File: src/rtl/imply_adder_pkg.sv
`timescale 1ns/1ps
package imply_adder_pkg;

   typedef enum logic {
      OP_RESET = 1'b0,
      OP_IMPLY = 1'b1
   } op_e;

   typedef enum logic [1:0] {
      MK_NAND = 2'd0,
      MK_MOVE = 2'd1,
      MK_CLR  = 2'd2
   } mkind_e;

   localparam int STEPS_PER_BIT = 26;

   // cell map, all derived from the operand width
   function automatic int cell_a(input int nb, input int i);
      return i;
   endfunction

   function automatic int cell_b(input int nb, input int i);
      return nb + i;
   endfunction

   function automatic int cell_sum(input int nb, input int i);
      return 2 * nb + i;
   endfunction

   function automatic int cell_ovf(input int nb);
      return 3 * nb;
   endfunction

   function automatic int cell_cin(input int nb);
      return 3 * nb + 1;
   endfunction

   // k = 1..7 selects one of the fixed internal working cells
   function automatic int cell_x(input int nb, input int k);
      return 3 * nb + 1 + k;
   endfunction

   function automatic int cell_s(input int nb);
      return 3 * nb + 9;
   endfunction

   function automatic int cell_co(input int nb);
      return 3 * nb + 10;
   endfunction

   function automatic int cell_aux(input int nb);
      return 3 * nb + 11;
   endfunction

   // k = 0..5 : two sets of three staging cells
   function automatic int cell_stage(input int nb, input int k);
      return 3 * nb + 12 + k;
   endfunction

   function automatic int cell_count(input int nb);
      return 3 * nb + 18;
   endfunction

endpackage

File: src/rtl/imply_adder_rom.sv
`timescale 1ns/1ps
module imply_adder_rom
   import imply_adder_pkg::*;
#(
   parameter int NB         = 8,
   parameter int STAGE_SETS = 2,
   parameter int AW         = 6,
   parameter int BW         = 3,
   parameter int SW         = 5
) (
   input  logic [BW-1:0] bit_idx,
   input  logic [SW-1:0] step,
   output mkind_e        kind,
   output logic [AW-1:0] p,
   output logic [AW-1:0] q,
   output logic [AW-1:0] o
);

   logic          sel;
   logic [AW-1:0] a_c, b_c, sum_c, co_dst;
   logic [AW-1:0] s0, s1, s2;

   if (STAGE_SETS == 2) begin : g_alt
      assign sel = bit_idx[0];
   end else begin : g_one
      assign sel = 1'b0;
   end

   localparam logic [AW-1:0] X1  = AW'(cell_x(NB, 1));
   localparam logic [AW-1:0] X2  = AW'(cell_x(NB, 2));
   localparam logic [AW-1:0] X3  = AW'(cell_x(NB, 3));
   localparam logic [AW-1:0] X4  = AW'(cell_x(NB, 4));
   localparam logic [AW-1:0] X5  = AW'(cell_x(NB, 5));
   localparam logic [AW-1:0] X6  = AW'(cell_x(NB, 6));
   localparam logic [AW-1:0] X7  = AW'(cell_x(NB, 7));
   localparam logic [AW-1:0] SC  = AW'(cell_s(NB));
   localparam logic [AW-1:0] CO  = AW'(cell_co(NB));
   localparam logic [AW-1:0] CIN = AW'(cell_cin(NB));
   localparam logic [AW-1:0] OVF = AW'(cell_ovf(NB));
   localparam logic [AW-1:0] AUX = AW'(cell_aux(NB));

   always_comb begin
      a_c    = AW'(cell_a(NB, int'(bit_idx)));
      b_c    = AW'(cell_b(NB, int'(bit_idx)));
      sum_c  = AW'(cell_sum(NB, int'(bit_idx)));
      co_dst = (int'(bit_idx) == NB - 1) ? OVF : CIN;
      s0     = AW'(cell_stage(NB, 3 * int'(sel) + 0));
      s1     = AW'(cell_stage(NB, 3 * int'(sel) + 1));
      s2     = AW'(cell_stage(NB, 3 * int'(sel) + 2));
   end

   always_comb begin
      kind = MK_CLR;
      p    = '0;
      q    = '0;
      o    = AUX;
      case (int'(step))
         0:  begin kind = MK_NAND; p = a_c; q = b_c; o = s0; end
         1:  begin kind = MK_NAND; p = a_c; q = s0;  o = s1; end
         2:  begin kind = MK_NAND; p = b_c; q = s0;  o = s2; end
         3:  begin kind = MK_MOVE; p = s0;  o = X1; end
         4:  begin kind = MK_MOVE; p = s1;  o = X2; end
         5:  begin kind = MK_MOVE; p = s2;  o = X3; end
         6:  o = s0;
         7:  o = s1;
         8:  o = s2;
         9:  begin kind = MK_NAND; p = X2;  q = X3;  o = X4; end
         10: o = X2;
         11: o = X3;
         12: begin kind = MK_NAND; p = X4;  q = CIN; o = X5; end
         13: begin kind = MK_NAND; p = X4;  q = X5;  o = X6; end
         14: o = X4;
         15: begin kind = MK_NAND; p = CIN; q = X5;  o = X7; end
         16: begin kind = MK_NAND; p = X6;  q = X7;  o = SC; end
         17: o = X6;
         18: o = X7;
         19: begin kind = MK_NAND; p = X5;  q = X1;  o = CO; end
         20: o = X5;
         21: o = X1;
         22: begin kind = MK_MOVE; p = SC;  o = sum_c; end
         23: o = SC;
         24: begin kind = MK_MOVE; p = CO;  o = co_dst; end
         25: o = CO;
         default: o = AUX;
      endcase
   end

endmodule

File: src/rtl/imply_adder_expand.sv
`timescale 1ns/1ps
module imply_adder_expand
   import imply_adder_pkg::*;
#(
   parameter int AW = 6
) (
   input  mkind_e        kind,
   input  logic [AW-1:0] p,
   input  logic [AW-1:0] q,
   input  logic [AW-1:0] o,
   input  logic [AW-1:0] aux,
   input  logic [1:0]    sub,
   output op_e           code,
   output logic [AW-1:0] src,
   output logic [AW-1:0] tgt,
   output logic          last_sub
);

   always_comb begin
      code     = OP_RESET;
      src      = '0;
      tgt      = o;
      last_sub = 1'b1;
      case (kind)
         MK_NAND: begin
            last_sub = (sub == 2'd2);
            case (sub)
               2'd0:    code = OP_RESET;
               2'd1:    begin code = OP_IMPLY; src = p; end
               default: begin code = OP_IMPLY; src = q; end
            endcase
         end
         MK_MOVE: begin
            last_sub = (sub == 2'd3);
            case (sub)
               2'd0:    tgt = aux;
               2'd1:    begin code = OP_IMPLY; src = p; tgt = aux; end
               2'd2:    tgt = o;
               default: begin code = OP_IMPLY; src = aux; end
            endcase
         end
         default: begin
            code     = OP_RESET;
            last_sub = 1'b1;
         end
      endcase
   end

endmodule

File: src/rtl/imply_adder_ctrl.sv
`timescale 1ns/1ps
module imply_adder_ctrl
   import imply_adder_pkg::*;
#(
   parameter  int NB         = 8,
   parameter  int STAGE_SETS = 2,
   localparam int AW         = $clog2(3 * NB + 18),
   localparam int CW         = $clog2(32 * NB + 2)
) (
   input  logic          clk,
   input  logic          rst_n,
   input  logic          start,
   output logic          op_valid,
   input  logic          op_ready,
   output logic          op_code,
   output logic [AW-1:0] op_src,
   output logic [AW-1:0] op_tgt,
   input  logic          op_err,
   output logic          busy,
   output logic          done,
   output logic          abort,
   output logic [CW-1:0] cnt_reset,
   output logic [CW-1:0] cnt_imply
);

   localparam int BW = (NB > 1) ? $clog2(NB) : 1;
   localparam int SW = $clog2(STEPS_PER_BIT);

   if (NB < 1) begin : g_bad_nb
      $error("imply_adder_ctrl: NB must be at least 1");
   end
   if (STAGE_SETS != 1 && STAGE_SETS != 2) begin : g_bad_sets
      $error("imply_adder_ctrl: STAGE_SETS must be 1 or 2");
   end

   typedef enum logic [1:0] {
      ST_IDLE = 2'd0,
      ST_PRO  = 2'd1,
      ST_RUN  = 2'd2
   } state_e;

   state_e        state_q;
   logic [BW-1:0] bit_q;
   logic [SW-1:0] step_q;
   logic [1:0]    sub_q;
   logic          done_q, abort_q;
   logic [CW-1:0] rcnt_q, icnt_q;

   mkind_e        m_kind;
   logic [AW-1:0] m_p, m_q, m_o;
   op_e           x_code;
   logic [AW-1:0] x_src, x_tgt;
   logic          x_last;
   logic          hs, last_step, last_bit;

   imply_adder_rom #(
      .NB(NB), .STAGE_SETS(STAGE_SETS), .AW(AW), .BW(BW), .SW(SW)
   ) u_rom (
      .bit_idx (bit_q),
      .step    (step_q),
      .kind    (m_kind),
      .p       (m_p),
      .q       (m_q),
      .o       (m_o)
   );

   imply_adder_expand #(.AW(AW)) u_exp (
      .kind     (m_kind),
      .p        (m_p),
      .q        (m_q),
      .o        (m_o),
      .aux      (AW'(cell_aux(NB))),
      .sub      (sub_q),
      .code     (x_code),
      .src      (x_src),
      .tgt      (x_tgt),
      .last_sub (x_last)
   );

   always_comb begin
      op_valid = (state_q != ST_IDLE);
      if (state_q == ST_PRO) begin
         op_code = OP_RESET;
         op_src  = '0;
         op_tgt  = AW'(cell_cin(NB));
      end else begin
         op_code = x_code;
         op_src  = x_src;
         op_tgt  = x_tgt;
      end
   end

   assign hs        = op_valid && op_ready;
   assign last_step = (step_q == SW'(STEPS_PER_BIT - 1));
   assign last_bit  = (bit_q == BW'(NB - 1));

   always_ff @(posedge clk) begin
      if (!rst_n) begin
         state_q <= ST_IDLE;
         bit_q   <= '0;
         step_q  <= '0;
         sub_q   <= '0;
         done_q  <= 1'b0;
         abort_q <= 1'b0;
         rcnt_q  <= '0;
         icnt_q  <= '0;
      end else begin
         done_q  <= 1'b0;
         abort_q <= 1'b0;
         case (state_q)
            ST_IDLE: begin
               if (start) begin
                  state_q <= ST_PRO;
                  bit_q   <= '0;
                  step_q  <= '0;
                  sub_q   <= '0;
                  rcnt_q  <= '0;
                  icnt_q  <= '0;
               end
            end
            default: begin
               if (hs && op_err) begin
                  state_q <= ST_IDLE;
                  abort_q <= 1'b1;
               end else if (hs) begin
                  if (op_code == OP_IMPLY) icnt_q <= icnt_q + CW'(1);
                  else                     rcnt_q <= rcnt_q + CW'(1);
                  if (state_q == ST_PRO) begin
                     state_q <= ST_RUN;
                  end else if (!x_last) begin
                     sub_q <= sub_q + 2'd1;
                  end else begin
                     sub_q <= '0;
                     if (!last_step) begin
                        step_q <= step_q + SW'(1);
                     end else begin
                        step_q <= '0;
                        if (last_bit) begin
                           state_q <= ST_IDLE;
                           done_q  <= 1'b1;
                        end else begin
                           bit_q <= bit_q + BW'(1);
                        end
                     end
                  end
               end
            end
         endcase
      end
   end

   assign busy      = (state_q != ST_IDLE);
   assign done      = done_q;
   assign abort     = abort_q;
   assign cnt_reset = rcnt_q;
   assign cnt_imply = icnt_q;

endmodule

File: config.mk
export PLATFORM = sky130hd
export DESIGN_NAME = imply_adder_ctrl
export DESIGN_NICKNAME = d
export VERILOG_FILES = /design/src/rtl/imply_adder_pkg.sv /design/src/rtl/imply_adder_rom.sv /design/src/rtl/imply_adder_expand.sv /design/src/rtl/imply_adder_ctrl.sv
export SDC_FILE = /design/constraint.sdc
export NUM_CORES = 1
export LEC_CHECK = 0
export BUFFER_PORTS_ARGS = -buffer_cell sky130_fd_sc_hd__clkbuf_2
export CORE_MARGIN = 5
export CORE_UTILIZATION = 60
export DETAILED_ROUTE_END_ITERATION = 12
export PLACE_DENSITY_LB_ADDON = 0.08
export RECOVER_POWER = 25
export SLEW_MARGIN = 20
export SYNTH_ARGS = -nofsm -noshare
export SYNTH_HDL_FRONTEND = slang
export SYNTH_HIERARCHICAL = 1
export SYNTH_SLANG_ARGS = --single-unit
File: constraint.sdc
create_clock -name clk -period 5.1 [get_ports clk]
set_input_delay 0.255 -clock clk [delete_from_list [all_inputs] [get_ports clk]]
set_output_delay 0.255 -clock clk [all_outputs]
set_load 0.03 [all_outputs]
Word level (Yosys, flattened, before mapping)
Cells that the tools add are included.
{"block": "totals", "word_cells": 162, "ff_bits": 32, "output_inout_bits": 35}
{"block": "op_classes", "reduce_logical": 43, "n_bitwise": 4, "n_addsub": 12, "muxes": 57, "eq_ne": 37, "n_mul": 1}
{"operator": "$pmux W6 S14", "count": 1}
{"operator": "$mux W9", "count": 9}
{"operator": "$pmux W6 S12", "count": 1}
{"operator": "$eq A5 B5 Y1 const B", "count": 10}
{"operator": "$pmux W6 S7", "count": 1}
{"operator": "$eq A5 B4 Y1 const B", "count": 8}
{"operator": "$reduce_or A2 Y1", "count": 19}
{"operator": "$pmux W6 S2", "count": 3}
{"operator": "$mux W5", "count": 7}
{"operator": "$mux W2", "count": 14}
{"operator": "$mux W3", "count": 8}
{"operator": "$mux W6", "count": 4}
{"operator": "$eq A5 B3 Y1 const B", "count": 4}
{"operator": "$add A6 B6 Y6 const A", "count": 3}
{"operator": "$add A9 B1 Y9 const B", "count": 2}
{"operator": "$reduce_and A4 Y1", "count": 3}
{"operator": "$reduce_bool A4 Y1", "count": 3}
{"operator": "$eq A5 B2 Y1 const B", "count": 2}
{"operator": "$reduce_and A5 Y1", "count": 2}
{"operator": "$reduce_bool A2 Y1", "count": 5}
{"operator": "$reduce_or A9 Y1", "count": 1}
{"operator": "$ne A2 B1 Y1 const B", "count": 4}
{"operator": "$reduce_and A7 Y1", "count": 1}
{"operator": "$reduce_or A7 Y1", "count": 1}
{"operator": "other kinds (23)", "count": 38}

Logic depth before layout (Yosys ltp)
{"block": "depth", "word_depth": 10, "depth_mapped": 13, "ltp_nobuf": 10}

Hierarchy
Netlist, hierarchy kept.
{"mod": "imply_adder_ctrl", "n_inst": 1, "cells_each": 201, "area_per_inst_um2": 1712.9}
{"mod": "imply_adder_rom", "n_inst": 1, "cells_each": 159, "area_per_inst_um2": 984.7}
{"mod": "imply_adder_expand", "n_inst": 1, "cells_each": 31, "area_per_inst_um2": 300.3}

Worst setup path after synthesis
Ideal clock, no wire load.
{"block": "synth_timing", "path_type": "flip-flop to flip-flop", "from": "reg step_q[0]", "to": "reg rcnt_q[5], in the netlist cnt_reset[5]", "slack_ps": 2465, "synth_period_minus_slack_ps": 2635, "path_stages_with_launch": 12, "n_path_buf": 2, "t_arrival_ps": 2564, "path_cell_list": "dfxtp_1 -> buf_2 -> buf_2 -> a22o_1 -> a21oi_1 -> o22ai_1 -> nand2b_1 -> a21oi_1 -> and4bb_2 -> nor3_2 -> or4_1 -> a21oi_1"}
{"block": "synth_between", "elab_chain_len": 8, "word_cells_on_any_way": 23, "cone_classes": "eq/ne: 15; mux: 3; reduce/logical: 5"}
{"element": "from (decl)", "line_no": "imply_adder_ctrl.sv:44", "rtl": "logic [SW-1:0] step_q;"}
{"element": "from (signal assigned)", "line_no": "imply_adder_ctrl.sv:135", "rtl": "step_q <= step_q + SW'(1);"}
{"element": "$eq A5 B1 Y1 (tied with other cells)", "line_no": "imply_adder_rom.sv:57", "rtl": "case (int'(step))"}
{"element": "$reduce_or A9 Y1 (no line) / $reduce_or A5 Y1 (equally long branches)"}
{"element": "$pmux W2 S2 (*)", "line_no": "imply_adder_rom.sv:57"}
{"element": "named net m_kind[0]", "line_no": "imply_adder_ctrl.sv:49", "rtl": "mkind_e m_kind;"}
{"element": "$eq A2 B1 Y1 / $logic_not A2 Y1 (equally long branches)", "line_no": "imply_adder_expand.sv:24", "rtl": "case (kind)"}
{"element": "$pmux W1 S2 (*)", "line_no": "imply_adder_expand.sv:24"}
{"element": "named net x_code", "line_no": "imply_adder_ctrl.sv:51", "rtl": "op_e x_code;"}
{"element": "$mux W1 (*)", "line_no": "imply_adder_ctrl.sv:82", "rtl": "if (state_q == ST_PRO) begin"}
{"element": "$ne A2 B1 Y1 (no line) (*)"}
{"element": "$reduce_and A4 Y1 (no line) (*)"}
{"element": "to (signal assigned)", "line_no": "imply_adder_ctrl.sv:127", "rtl": "else rcnt_q <= rcnt_q + CW'(1);"}
{"element": "to (decl)", "line_no": "imply_adder_ctrl.sv:47", "rtl": "logic [CW-1:0] rcnt_q, icnt_q;"}
The timed path passes the listed nets; every way through them passes the cells marked *.
A chain may end at the register's enable or synchronous reset.

Worst setup path in the final report
{"block": "layout_timing", "from": "reg step_q[2]", "to": "out op_src[1]"}
{"block": "layout_between", "elab_chain_len": 6, "word_cells_on_any_way": 29, "cone_classes": "eq/ne: 14; mux: 7; reduce/logical: 8"}
{"element": "$eq A5 B1 Y1 (tied with other cells)", "line_no": "imply_adder_rom.sv:57"}
{"element": "$reduce_or A9 Y1 (no line) / $reduce_or A5 Y1 (equally long branches)"}
{"element": "$pmux W2 S2 (*)", "line_no": "imply_adder_rom.sv:57"}
{"element": "named net m_kind[1]", "line_no": "imply_adder_ctrl.sv:49"}
{"element": "$eq A2 B1 Y1 / $logic_not A2 Y1 (equally long branches)", "line_no": "imply_adder_expand.sv:24"}
{"element": "$pmux W6 S2 (*)", "line_no": "imply_adder_expand.sv:24"}
{"element": "named net x_src[1]", "line_no": "imply_adder_ctrl.sv:52", "rtl": "logic [AW-1:0] x_src, x_tgt;"}
{"element": "$mux W6 (*)", "line_no": "imply_adder_ctrl.sv:82"}
{"element": "to (decl)", "line_no": "imply_adder_ctrl.sv:16", "rtl": "output logic [AW-1:0] op_src,"}
Marks and branches as above.

==> run_results.csv <==
group,metric,value,unit
floorplan,rows,25,
routing,drt_iter0_markers,279,
min_path,worstHoldPathCells,2,
clock_tree,cts_max_level,2,
floorplan,die_area,6510,sq um
clock_tree,cts_sinks,32,
run,maxCapViolCount,0,
logic_synthesis,ys_async_sr_fraction,0,%
placement,place_ws,1.76,ns
finish,stdcell_count,485,
global_routing,use_met3,3.36,%
worst_setup_path,rr_endpoint,"cnt_reset[5]",
sta,setup_violations,0,
logic_synthesis,ys_warn_count,6,
global_routing,antenna_found_initial,0,
placement,port-buffer-count,39,
sta,worst_slew_pin_slew,0.855,ns
routing,num_vias,2983,
finish,diodes,0,
routing,routed_via_density,6.15,
global_routing,overflow,0,
clock_tree,clk_pin_slew_worst_paths,0.07,ns
finish,nFillCells,443,
worst_setup_path,start_kind,"register",
global_routing,grt_pass1_vias,2644,
min_path,hp-class,"in -> reg",
clock_tree,cts_tree,"built",
clock_tree,cts_setup_buffers,0,
sta,rsz0062_at_grt,"false",
logic_synthesis,synth_area_per_cell,7.67,sq um
routing,wl_per_cell,15.1,um
sta,tns,0,ns
run_status,status,"complete, no violations",
routing,drt-total-wl,7300,um
sta,period_share,68.8,%
power,power.density,159,nW/um^2
global_routing,grt_util_met1,30.2,%
sta,max_freq,0.285,GHz
routing,drtAntennaViolNets,0,
logic_synthesis,syn-instance-count,391,
floorplan,pin_count,40,
worst_setup_path,worst-r2r-setup-slack,1.68,ns
worst_setup_path,crit_path_end_kind,"output port",
worst_setup_path,worstRegToRegCells,10,
power,combinationalPowerShare,10.7,%
routing,drc,0,
clock_tree,clk_path_buf_depth,2,
clock_tree,clock-root-buffer,"clkbuf_8",
logic_synthesis,synth-edff-count,0,
global_routing,track_usage,23.5,%
logic_synthesis,synth_seq_cells,32,
logic_synthesis,synth-main-ff-cell,"dfxtp_1",
clock_tree,cts_buffers,5,
clock_tree,worst_skew_pair.late_latency,0.28,ns
placement,placedCellCount,477,
finish,syn_to_final_growth,7.39,%
power,clockPowerShare,39.4,%
worst_setup_path,crit_type,"reg -> out",
power,power_frac_seq,49.9,%
floorplan,start_util,62.6,%
worst_setup_path,crit-reg2reg-launch,"step_q[2]",
sta,period_minus_slack,3.51,ns
min_path,min-delay-start,"op_ready",
sta,finalMaxSlewViolations,0,
sta,setup_slack,1.59,ns
placement,hpwl,5150,um
global_routing,grt_max_degree,33,
global_routing,grt_most_used_layer,"met2",
finish,final_area,3220,sq um
floorplan,fp.coreArea,4790,sq um
placement,dpl_cell_area,3150,sq um
clock_tree,ctsHoldBuffers,0,
sta,hold_violations,0,
sta,finalClockSkew,0.00558,ns
finish,multiInputGateArea,2150,sq um
min_path,holdPathEnd,"state_q[0]",
global_routing,grt_pass1_wl,12200,um
global_routing,met2_usage,37.8,%
worst_setup_path,critical_path_required,4.85,ns
finish,drive_above_1_share,16.3,%
power,p_leak,1.20,nW
worst_setup_path,crit_start,"step_q[2]",
sta,whs,0.279,ns
clock_tree,cts_resized,0,
logic_synthesis,synth_area,3000,sq um
placement,gp_congestion,0.979,
floorplan,dieWidth,80.7,um
logic_synthesis,netlist-cell-type-count,73,
floorplan,die_y,80.7,um
routing,first_pass_iters,5,
sta,slew-limit-headroom,41.5,%
power,internal_power,0.374,mW
worst_setup_path,cp_max_fo,19,
finish,regArea,641,sq um
logic_synthesis,seq_area_frac_synth,21.4,%
power,netSwitchingFraction,26.7,%
finish,num-nets-final,428,
worst_setup_path,crit_arrival,3.26,ns
power,ir_drop,251,uV
power,switchingPower,0.136,mW
area by class of cell:
cell class / instances / share of cell area (%)
Tap cell: 67 / 2.60
Sequential cell: 32 / 19.9
Clock inverter: 2 / 0.311
Inverter: 10 / 1.17
Multi-Input combinational cell: 324 / 66.8
Timing Repair Buffer: 44 / 6.65
Clock buffer: 6 / 2.57
worst max-delay path, stage by stage, from the launching register on:
cell and delay (ns):
dfxtp_1 0.49, buf_4 0.29, o21ba_2 0.22, a31oi_1 0.15
o22ai_1 0.10, a21oi_1 0.68, and4b_2 0.35, a221o_2 0.38
and2_1 0.13, clkbuf_2 0.18
flip-flops by register name, summed over array words and instances, names as in the netlist:
| name | cells |
|---|---|
| abort | 1 |
| cnt_imply | 9 |
| cnt_reset | 9 |
| sub_q | 2 |
| state_q | 2 |
| done | 1 |
| step_q | 5 |
| bit_q | 3 |
worst max-delay path by stage:
stage	to	slack, ns
after floorplan	cnt_reset[5]	2.47
after global placement	cnt_reset[5]	1.89
after detailed placement	cnt_reset[5]	1.76
after CTS	op_src[1]	1.64
after global routing	op_src[1]	1.38
final	op_src[1]	1.59
metrics by stage:
step           power (mW)  util, %
3_5_place_dp        0.315     65.7
4_1_cts             0.517     67.7
2_1_floorplan       0.304        -
5_1_grt             0.538     67.3
6_report            0.511     67.3
3_3_place_gp        0.315     65.7
cells in the final DEF (no fill, tap or decap), types with 10 or more instances in the layout:
master	count
inv_1	10
o21ai_0	21
and2_1	11
a21oi_1	30
o22ai_1	14
xor2_1	10
conb_1	12
nor2_1	29
dfxtp_1	32
clkbuf_2	24
clkbuf_1	15
nand2_1	29
nand2b_1	13
per-layer routing:
layer | routed length [um] | vias to the layer above
met2 | 3420 | 114
li1 | - | 1500
met3 | 452 | 23
met4 | 303 | 0
met5 | 0 | -
met1 | 3120 | 1346
cells by family (layout without fill, tap and decap cells):
group                    count (synthesis)  count (layout)  synth area share, %
buffers and inverters                   45              62                 8.14
flip-flops                              32              32                 21.4
other                                    2              12                0.251
AND/OR/NAND/NOR                        156             156                 31.4
AO/OA/AOI/OAI                          129             129                 29.6
XOR/XNOR                                13              13                 3.80
multiplexers                             8               8                 2.92
adder cells (fa/ha/maj)                  6               6                 2.50
power groups by stage:
stage / Sequential (mW) / Clock [mW] / Combinational [mW]
2_1_floorplan: 0.260 / 0 / 0.0439
3_3_place_gp: 0.260 / 0 / 0.0543
3_5_place_dp: 0.260 / 0 / 0.0549
4_1_cts: 0.255 / 0.207 / 0.0551
5_1_grt: 0.255 / 0.222 / 0.0610
6_report: 0.255 / 0.201 / 0.0548
Yosys cell counts (3+ instances only):
cell / n / area [sq um]
a21boi_0: 4 / 30.0
o21ai_0: 21 / 105
buf_4: 6 / 45.0
o31ai_1: 7 / 52.6
and4b_1: 3 / 30.0
clkbuf_1: 7 / 26.3
nand3_1: 9 / 45.0
xnor2_1: 3 / 26.3
a31oi_1: 5 / 31.3
ha_1: 6 / 75.1
buf_2: 18 / 90.1
a21o_1: 4 / 30.0
inv_1: 10 / 37.5
or2_0: 3 / 18.8
or3b_1: 3 / 26.3
nor2b_1: 9 / 56.3
and3_1: 4 / 25.0
or4_1: 3 / 22.5
or3_1: 4 / 25.0
mux2_2: 6 / 67.6
nor3_1: 6 / 30.0
a21oi_1: 30 / 150
dfxtp_1: 32 / 641
nor2_1: 29 / 109
o22ai_1: 14 / 87.6
and2_1: 11 / 68.8
o2111ai_1: 4 / 35.0
o211ai_1: 7 / 52.6
nand2b_1: 13 / 81.3
and4bb_2: 7 / 87.6
xor2_1: 10 / 87.6
nand2_1: 29 / 109
a22o_1: 3 / 26.3
nor3b_1: 4 / 30.0
buf_6: 4 / 45.0
a221o_2: 5 / 56.3
Power figures use the tool's default switching activity.
